**config.mk**
```make
export PLATFORM = sky130hd
export DESIGN_NAME = pwrseq_top
export DESIGN_NICKNAME = d
export VERILOG_FILES = /design/src/rtl/pwrseq_pkg.sv /design/src/rtl/pwrseq_serial.sv /design/src/rtl/pwrseq_ctrl.sv /design/src/rtl/pwrseq_datapath.sv /design/src/rtl/pwrseq_top.sv
export SDC_FILE = /design/constraint.sdc
export NUM_CORES = 1
export LEC_CHECK = 0
export ABC_CLOCK_PERIOD_IN_PS = 3500
export CAP_MARGIN = 20
export CORE_AREA = 8 8 99 79
export CTS_CLUSTER_SIZE = 12
export DETAILED_ROUTE_END_ITERATION = 10
export DIE_AREA = 0 0 107 87
export PLACE_DENSITY = 0.82
export SYNTH_ARGS = -nofsm -noshare
export SYNTH_HDL_FRONTEND = slang
export SYNTH_SLANG_ARGS = --single-unit
```
**constraint.sdc**
```tcl
create_clock -name clk -period 3.5 [get_ports clk]
set_input_delay 0.7 -clock clk [delete_from_list [all_inputs] [get_ports clk]]
set_output_delay 0.7 -clock clk [all_outputs]
set_load 0.01 [all_outputs]
```
**src/rtl/pwrseq_pkg.sv**
```systemverilog
package pwrseq_pkg;
  localparam int ADDR_W     = 2;
  localparam int VAL_W      = 6;
  localparam int FRAME_BITS = ADDR_W + VAL_W;

  localparam logic [ADDR_W-1:0] SEL_SWITCH = 2'd0;
  localparam logic [ADDR_W-1:0] SEL_WDLEN  = 2'd1;
  localparam logic [ADDR_W-1:0] SEL_DUTY   = 2'd2;

  typedef enum logic [1:0] {
    PS_OFF  = 2'd0,
    PS_HOLD = 2'd1,
    PS_RUN  = 2'd2,
    PS_KILL = 2'd3
  } pwrState_t;

  typedef struct packed {
    logic porLoad;
    logic wdLoadLen;
    logic wdLoadKill;
    logic wdRun;
    logic busEn;
    logic forceSet;
  } seqStrobe_t;
endpackage

```
**src/rtl/pwrseq_serial.sv**
```systemverilog
module pwrseq_serial
  import pwrseq_pkg::*;
(
  input  logic              clk,
  input  logic              rstN,
  input  logic              sclk,
  input  logic              sdata,
  input  logic              scsN,
  output logic              frameValid,
  output logic [ADDR_W-1:0] frameAddr,
  output logic [VAL_W-1:0]  frameVal
);
  localparam int CNT_W = $clog2(FRAME_BITS + 2);
  localparam logic [CNT_W-1:0] CNT_FULL = CNT_W'(FRAME_BITS);
  localparam logic [CNT_W-1:0] CNT_OVER = CNT_W'(FRAME_BITS + 1);

  logic                  sclkPrev;
  logic                  csPrev;
  logic [FRAME_BITS-1:0] shiftReg;
  logic [CNT_W-1:0]      bitCnt;
  logic                  sclkRise;

  assign sclkRise = sclk && !sclkPrev;

  always_ff @(posedge clk or negedge rstN) begin
    if (!rstN) begin
      sclkPrev <= 1'b0;
      csPrev   <= 1'b1;
      shiftReg <= '0;
      bitCnt   <= '0;
    end else begin
      sclkPrev <= sclk;
      csPrev   <= scsN;
      if (scsN) begin
        bitCnt <= '0;
      end else if (sclkRise) begin
        shiftReg <= {shiftReg[FRAME_BITS-2:0], sdata};
        if (bitCnt != CNT_OVER) bitCnt <= bitCnt + CNT_W'(1);
      end
    end
  end

  assign frameValid = scsN && !csPrev && (bitCnt == CNT_FULL);
  assign frameAddr  = shiftReg[FRAME_BITS-1 -: ADDR_W];
  assign frameVal   = shiftReg[VAL_W-1:0];
endmodule

```
**src/rtl/pwrseq_ctrl.sv**
```systemverilog
module pwrseq_ctrl
  import pwrseq_pkg::*;
(
  input  logic              clk,
  input  logic              rstN,
  input  logic              pwrKeyN,
  input  logic              chargerIn,
  input  logic              frameValid,
  input  logic [ADDR_W-1:0] frameAddr,
  input  logic [VAL_W-1:0]  frameVal,
  input  logic              porDone,
  input  logic              wdExpired,
  output pwrState_t         state,
  output seqStrobe_t        strobe
);
  logic      keyPrev;
  logic      chgPrev;
  logic      wake;
  logic      killReq;
  pwrState_t nextState;

  assign wake    = (!pwrKeyN && keyPrev) || (chargerIn && !chgPrev);
  assign killReq = frameValid && (frameAddr == SEL_WDLEN) && (frameVal == '0);

  always_comb begin
    nextState = state;
    strobe    = '0;
    unique case (state)
      PS_OFF: begin
        if (wake) begin
          nextState        = PS_HOLD;
          strobe.porLoad   = 1'b1;
          strobe.wdLoadLen = 1'b1;
          strobe.forceSet  = 1'b1;
        end
      end
      PS_HOLD: begin
        strobe.wdRun = 1'b1;
        if (wdExpired) begin
          nextState = PS_OFF;
        end else if (porDone) begin
          nextState        = PS_RUN;
          strobe.wdLoadLen = 1'b1;
        end
      end
      PS_RUN: begin
        strobe.wdRun = 1'b1;
        strobe.busEn = 1'b1;
        if (wdExpired) begin
          nextState = PS_OFF;
        end else if (killReq) begin
          nextState         = PS_KILL;
          strobe.wdLoadKill = 1'b1;
        end
      end
      PS_KILL: begin
        strobe.wdRun = 1'b1;
        if (wdExpired) nextState = PS_OFF;
      end
      default: nextState = PS_OFF;
    endcase
  end

  always_ff @(posedge clk or negedge rstN) begin
    if (!rstN) begin
      state   <= PS_OFF;
      keyPrev <= 1'b1;
      chgPrev <= 1'b0;
    end else begin
      state   <= nextState;
      keyPrev <= pwrKeyN;
      chgPrev <= chargerIn;
    end
  end
endmodule

```
**src/rtl/pwrseq_datapath.sv**
```systemverilog
module pwrseq_datapath
  import pwrseq_pkg::*;
#(
  parameter int POR_TICKS  = 3277,
  parameter int WD_UNIT    = 32768,
  parameter int KILL_TICKS = 16,
  parameter int WD_DEFAULT = 32
) (
  input  logic              clk,
  input  logic              rstN,
  input  seqStrobe_t        strobe,
  input  logic              frameValid,
  input  logic [ADDR_W-1:0] frameAddr,
  input  logic [VAL_W-1:0]  frameVal,
  output logic              porDone,
  output logic              wdExpired,
  output logic              swBat,
  output logic              swChg,
  output logic              pwmForced,
  output logic              pwmLevel
);
  localparam int POR_W  = $clog2(POR_TICKS + 1);
  localparam int WD_MAX = ((1 << VAL_W) - 1) * WD_UNIT;
  localparam int WD_W   = $clog2(WD_MAX + 1);

  logic [POR_W-1:0] porCnt;
  logic [WD_W-1:0]  wdCnt;
  logic [1:0]       swReg;
  logic [VAL_W-1:0] wdLen;
  logic [VAL_W-1:0] duty;
  logic [VAL_W-1:0] pwmCnt;
  logic             busWrite;
  logic             wdWrite;
  logic [WD_W-1:0]  lenTicks;
  logic [WD_W-1:0]  ackTicks;

  assign busWrite = frameValid && strobe.busEn;
  assign wdWrite  = busWrite && (frameAddr == SEL_WDLEN) && (frameVal != '0);
  assign lenTicks = WD_W'(wdLen) * WD_W'(WD_UNIT) - WD_W'(1);
  assign ackTicks = WD_W'(frameVal) * WD_W'(WD_UNIT) - WD_W'(1);

  // reset-hold delay counter
  always_ff @(posedge clk or negedge rstN) begin
    if (!rstN)                porCnt <= '0;
    else if (strobe.porLoad)  porCnt <= POR_W'(POR_TICKS - 1);
    else if (porCnt != '0)    porCnt <= porCnt - POR_W'(1);
  end
  assign porDone = (porCnt == '0);

  // watchdog down-counter: kill load beats length load beats countdown
  always_ff @(posedge clk or negedge rstN) begin
    if (!rstN)                         wdCnt <= '0;
    else if (strobe.wdLoadKill)        wdCnt <= WD_W'(KILL_TICKS - 1);
    else if (strobe.wdLoadLen)         wdCnt <= lenTicks;
    else if (wdWrite)                  wdCnt <= ackTicks;
    else if (strobe.wdRun && wdCnt != '0) wdCnt <= wdCnt - WD_W'(1);
  end
  assign wdExpired = strobe.wdRun && (wdCnt == '0);

  // software-visible registers, kept across power cycles
  always_ff @(posedge clk or negedge rstN) begin
    if (!rstN) begin
      swReg     <= '0;
      wdLen     <= VAL_W'(WD_DEFAULT);
      duty      <= '0;
      pwmForced <= 1'b0;
    end else begin
      if (busWrite && frameAddr == SEL_SWITCH) swReg <= frameVal[1:0];
      if (wdWrite) wdLen <= frameVal;
      if (strobe.forceSet) begin
        pwmForced <= 1'b1;
      end else if (busWrite && frameAddr == SEL_DUTY) begin
        duty      <= frameVal;
        pwmForced <= 1'b0;
      end
    end
  end

  always_ff @(posedge clk or negedge rstN) begin
    if (!rstN) pwmCnt <= '0;
    else       pwmCnt <= pwmCnt + VAL_W'(1);
  end

  assign pwmLevel = (pwmCnt < duty);
  assign swBat    = swReg[0];
  assign swChg    = swReg[1];
endmodule

```
**src/rtl/pwrseq_top.sv**
```systemverilog
module pwrseq_top
  import pwrseq_pkg::*;
#(
  parameter int POR_TICKS  = 3277,
  parameter int WD_UNIT    = 32768,
  parameter int KILL_TICKS = 16,
  parameter int WD_DEFAULT = 32
) (
  input  logic clk,
  input  logic rstN,
  input  logic pwrKeyN,
  input  logic chargerIn,
  input  logic asicSleep,
  input  logic sclk,
  input  logic sdata,
  input  logic scsN,
  output logic railEn,
  output logic purxN,
  output logic pwmOut,
  output logic sleepCtrl,
  output logic chgDetOut,
  output logic batSwEn,
  output logic chgSwEn
);
  pwrState_t         state;
  seqStrobe_t        strobe;
  logic              frameValid;
  logic [ADDR_W-1:0] frameAddr;
  logic [VAL_W-1:0]  frameVal;
  logic              porDone;
  logic              wdExpired;
  logic              swBat;
  logic              swChg;
  logic              pwmForced;
  logic              pwmLevel;
  logic              released;
  logic              holding;

  pwrseq_serial u_serial (
    .clk(clk), .rstN(rstN), .sclk(sclk), .sdata(sdata), .scsN(scsN),
    .frameValid(frameValid), .frameAddr(frameAddr), .frameVal(frameVal)
  );

  pwrseq_ctrl u_ctrl (
    .clk(clk), .rstN(rstN), .pwrKeyN(pwrKeyN), .chargerIn(chargerIn),
    .frameValid(frameValid), .frameAddr(frameAddr), .frameVal(frameVal),
    .porDone(porDone), .wdExpired(wdExpired), .state(state), .strobe(strobe)
  );

  pwrseq_datapath #(
    .POR_TICKS(POR_TICKS), .WD_UNIT(WD_UNIT),
    .KILL_TICKS(KILL_TICKS), .WD_DEFAULT(WD_DEFAULT)
  ) u_dp (
    .clk(clk), .rstN(rstN), .strobe(strobe),
    .frameValid(frameValid), .frameAddr(frameAddr), .frameVal(frameVal),
    .porDone(porDone), .wdExpired(wdExpired), .swBat(swBat), .swChg(swChg),
    .pwmForced(pwmForced), .pwmLevel(pwmLevel)
  );

  assign holding   = (state == PS_HOLD);
  assign released  = (state == PS_RUN) || (state == PS_KILL);
  assign railEn    = (state != PS_OFF);
  assign purxN     = released;
  assign pwmOut    = railEn && (pwmForced || pwmLevel);
  assign sleepCtrl = holding || (released && asicSleep);
  assign chgDetOut = released && chargerIn;
  assign batSwEn   = released && swBat;
  assign chgSwEn   = released && swChg;
endmodule

```
==> results.toml <==
[worst_setup_path]
cp_common_cell = "a21o_1"
cp.buffers_inverters = 1
crit_required_ns = 2.80
worstSetupPathDepth = 7
worst-r2r-setup-slack_ns = 0.97
crit_start = "u_dp.pwmCnt[1]"
r2r-end = "u_dp.wdCnt[18]"
criticalPathCategory = "flop to output port"
path_cells = "ha_1 -> a21o_1 -> a21o_1 -> a21o_1 -> a21oi_1 -> o311a_1 -> clkdlybuf4s50_1"
crit_fanout = 3
endpoint_kind = "output port"
cp.arrival_ns = 2.47
path_delay_family = "compound AO/OA/AOI/OAI gates"
critical_path.max_stage_delay_ns = 0.54
crit_slowest_cell = "clkdlybuf4s50_1"
timing.rr.start = "u_dp.wdCnt[7]"
worstRegToRegCells = 7
critPathLaunchType = "flop"

[floorplanning]
die_height_um = 87
initial_utilization_pct = 60.7
die_w_um = 107
rows = 26
die_area_mm2 = 0.00931
ios = 15
coreArea_mm2 = 0.00641

[sta]
worstMarginPinSlew_ns = 0.777
final_max_slew_viol_count = 0
setup_viol = 0
final-hold-violation-count = 0
slew_headroom_pct = 48.2
skew_ns = 0.00879
setup_tns_ns = 0
rsz0062_at_grt = "false"
fmax_ghz = 0.316
period_minus_slack_ns = 3.17
fin_crit_sh_pct = 90.5

[run]
maxCapViolations = 0

[clock_network]
post_cts_resized = 0
cts_buffers = 9
postCtsSetupRepairBufs = 0
cts_sinks = 72
cts-htree-levels = 3
cts_root_buffer = "clkbuf_8"
cts_tree = "done"
clk_pin_slew_ns = 0.08
cts_hold_buf = 0
cts.path.max_buffers = 2
clock_latency_ns = 0.36

[yosys]
yosys.area.top_type = "dfrtp_1"
synth_cell_types = 56
synth_edf_count = 0
async_flop_share_pct = 100
syn-num-nets = 423
synthFlopType = "dfrtp_1"
syn_inst = 399
avgSynthCellArea_um2 = 9.75
ys_seq_area_share_pct = 46.4
yosys_register_bits = 72
yosysWarnings = 0
synth.area.top_cells = "dfrtp_1 (44%), xnor2_1 (6.3%), ha_1 (5.1%), nand2_1 (4.4%), nor2_1 (2.7%)"
syn_area_mm2 = 0.00389
synth_top_area_share_pct = 44.4

[worst_hold_path]
min_path_type = "input pin to async pin"

[route]
vias_per_cell = 6.16
drtPass1Iterations = 6
drc = 0
wire_per_inst_um = 17.1
antenna_left = 0
drt_iter0_markers = 308
via_count = 3121
routed_wl_um = 8680

[final_layout]
finalNetCount = 442
synthToLayoutAreaGrowth_pct = 10.9
n_antenna_cell = 0
layout_common_cells = "dfrtp_1 (69), nand2_1 (46), nor2_1 (28), xnor2_1 (28), inv_1 (21)"
layout.cells.most_common = "dfrtp_1"
final_layout_size_suffix_gt1_share_pct = 9.93

[power_and_ir_drop]
ir_worst_vdd_mv = 0.223
p_sw_share_pct = 34.4
switching_power_mw = 0.821
seq_power_share_pct = 47.7
internal_power_mw = 1.57
leakage_nw = 1.78
clockPowerShare_pct = 26.1
finalPower_mw = 2.39
power_per_cell_area_mw_per_mm2 = 553
combPwrFrac_pct = 26.1

[placed_design]
place.gp.congestion = 0.874
hpwl_um = 6180
numPortBuffers = 14

[grt]
grt_overflow = 0
grt_pass1_vias = 3092
grt_pass1_wl_um = 15100
grt_usage_pct = 20.4
grt_max_degree = 38
antenna_found_initial = 0

[status]
outcome = "finished clean"
-- synthesized netlist by cell type (all sizes together), types with 3 or more instances --
cell type and instances:
dfrtp 69, nand2 46, nor2 28, xnor2 28, a21oi 21, inv 21, o21ai 20, ha 16
nor3 16, nand3 13, nor4 13, o31ai 8, clkbuf 7, mux2 7, and2 6, buf 6
a21o 5, or4 5, xor2 5, a31oi 4, nand2b 4, nand4 4, nor2b 4, a21boi 3
a22o 3, and3 3, dfstp 3, mux2i 3, or3 3
-- final cells by class --
class	instances	area [um^2]
flip-flops and latches	72	1810
well taps	84	105
inverters	21	78.8
multi-input cells	293	1940
clock buffers	13	139
repair buffers	21	200
fillers	506	2090
clock inverters	3	43.8
-- registers in the layout, summed over array words and instances, names as in the netlist, 4 cells and up --
signal and flops:
u_dp.wdCnt 21, u_serial.bitCnt 4, u_dp.duty 6, u_dp.porCnt 12, u_serial.shiftReg 8, u_dp.pwmCnt 6, u_dp.wdLen 6
-- power groups by stage --
stage               combinational (mW)  sequential (mW)  clock (mW)
floorplan                        0.448             1.09           0
global placement                 0.582             1.14           0
detailed placement               0.608             1.15           0
CTS                              0.619             1.13       0.634
global route                     0.696             1.16       0.676
finish                           0.624             1.14       0.624
-- routing by layer --
metal	wire length, um	GRT usage, %	up-vias
met2	3940	32.4	140
li1	-	-	1448
met4	265	9.17	0
met3	604	4.88	35
met5	0	0	-
met1	3870	25.8	1498
-- per-stage QoR --
stage / instance area, um^2 / setup slack (ns) / util (%) / hold slack (ns) / cells
6_report: 4320 / 0.332 / 67.4 / 0.412 / 507
5_1_grt: 4320 / 0.251 / 67.4 / 0.482 / 507
4_1_cts: 4320 / 0.310 / 67.4 / 0.460 / 507
3_5_place_dp: 4130 / 0.631 / 64.5 / 0.466 / 491
3_3_place_gp: 4130 / 0.702 / 64.5 / 0.459 / 491
2_1_floorplan: 3890 / 1.32 / - / 0.404 / 399
-- cell families after synthesis --
group,synth area share [%]
AOI/OAI and AO/OA,13.6
xor gates and xnor gates,7.43
adders and majority gates,5.14
buffers and inverters,3.63
DFF,46.4
muxes,2.80
and+or+nand+nor,21.0
-- worst max path at each step --
stage | slack (ns) | to
2_1_floorplan | 1.32 | u_dp.wdCnt[10]
3_3_place_gp | 0.70 | u_dp.wdCnt[18]
3_5_place_dp | 0.63 | u_dp.wdCnt[18]
4_1_cts | 0.31 | pwmOut
5_1_grt | 0.25 | pwmOut
6_report | 0.33 | pwmOut
No activity file was read; power rests on OpenSTA's default activity.
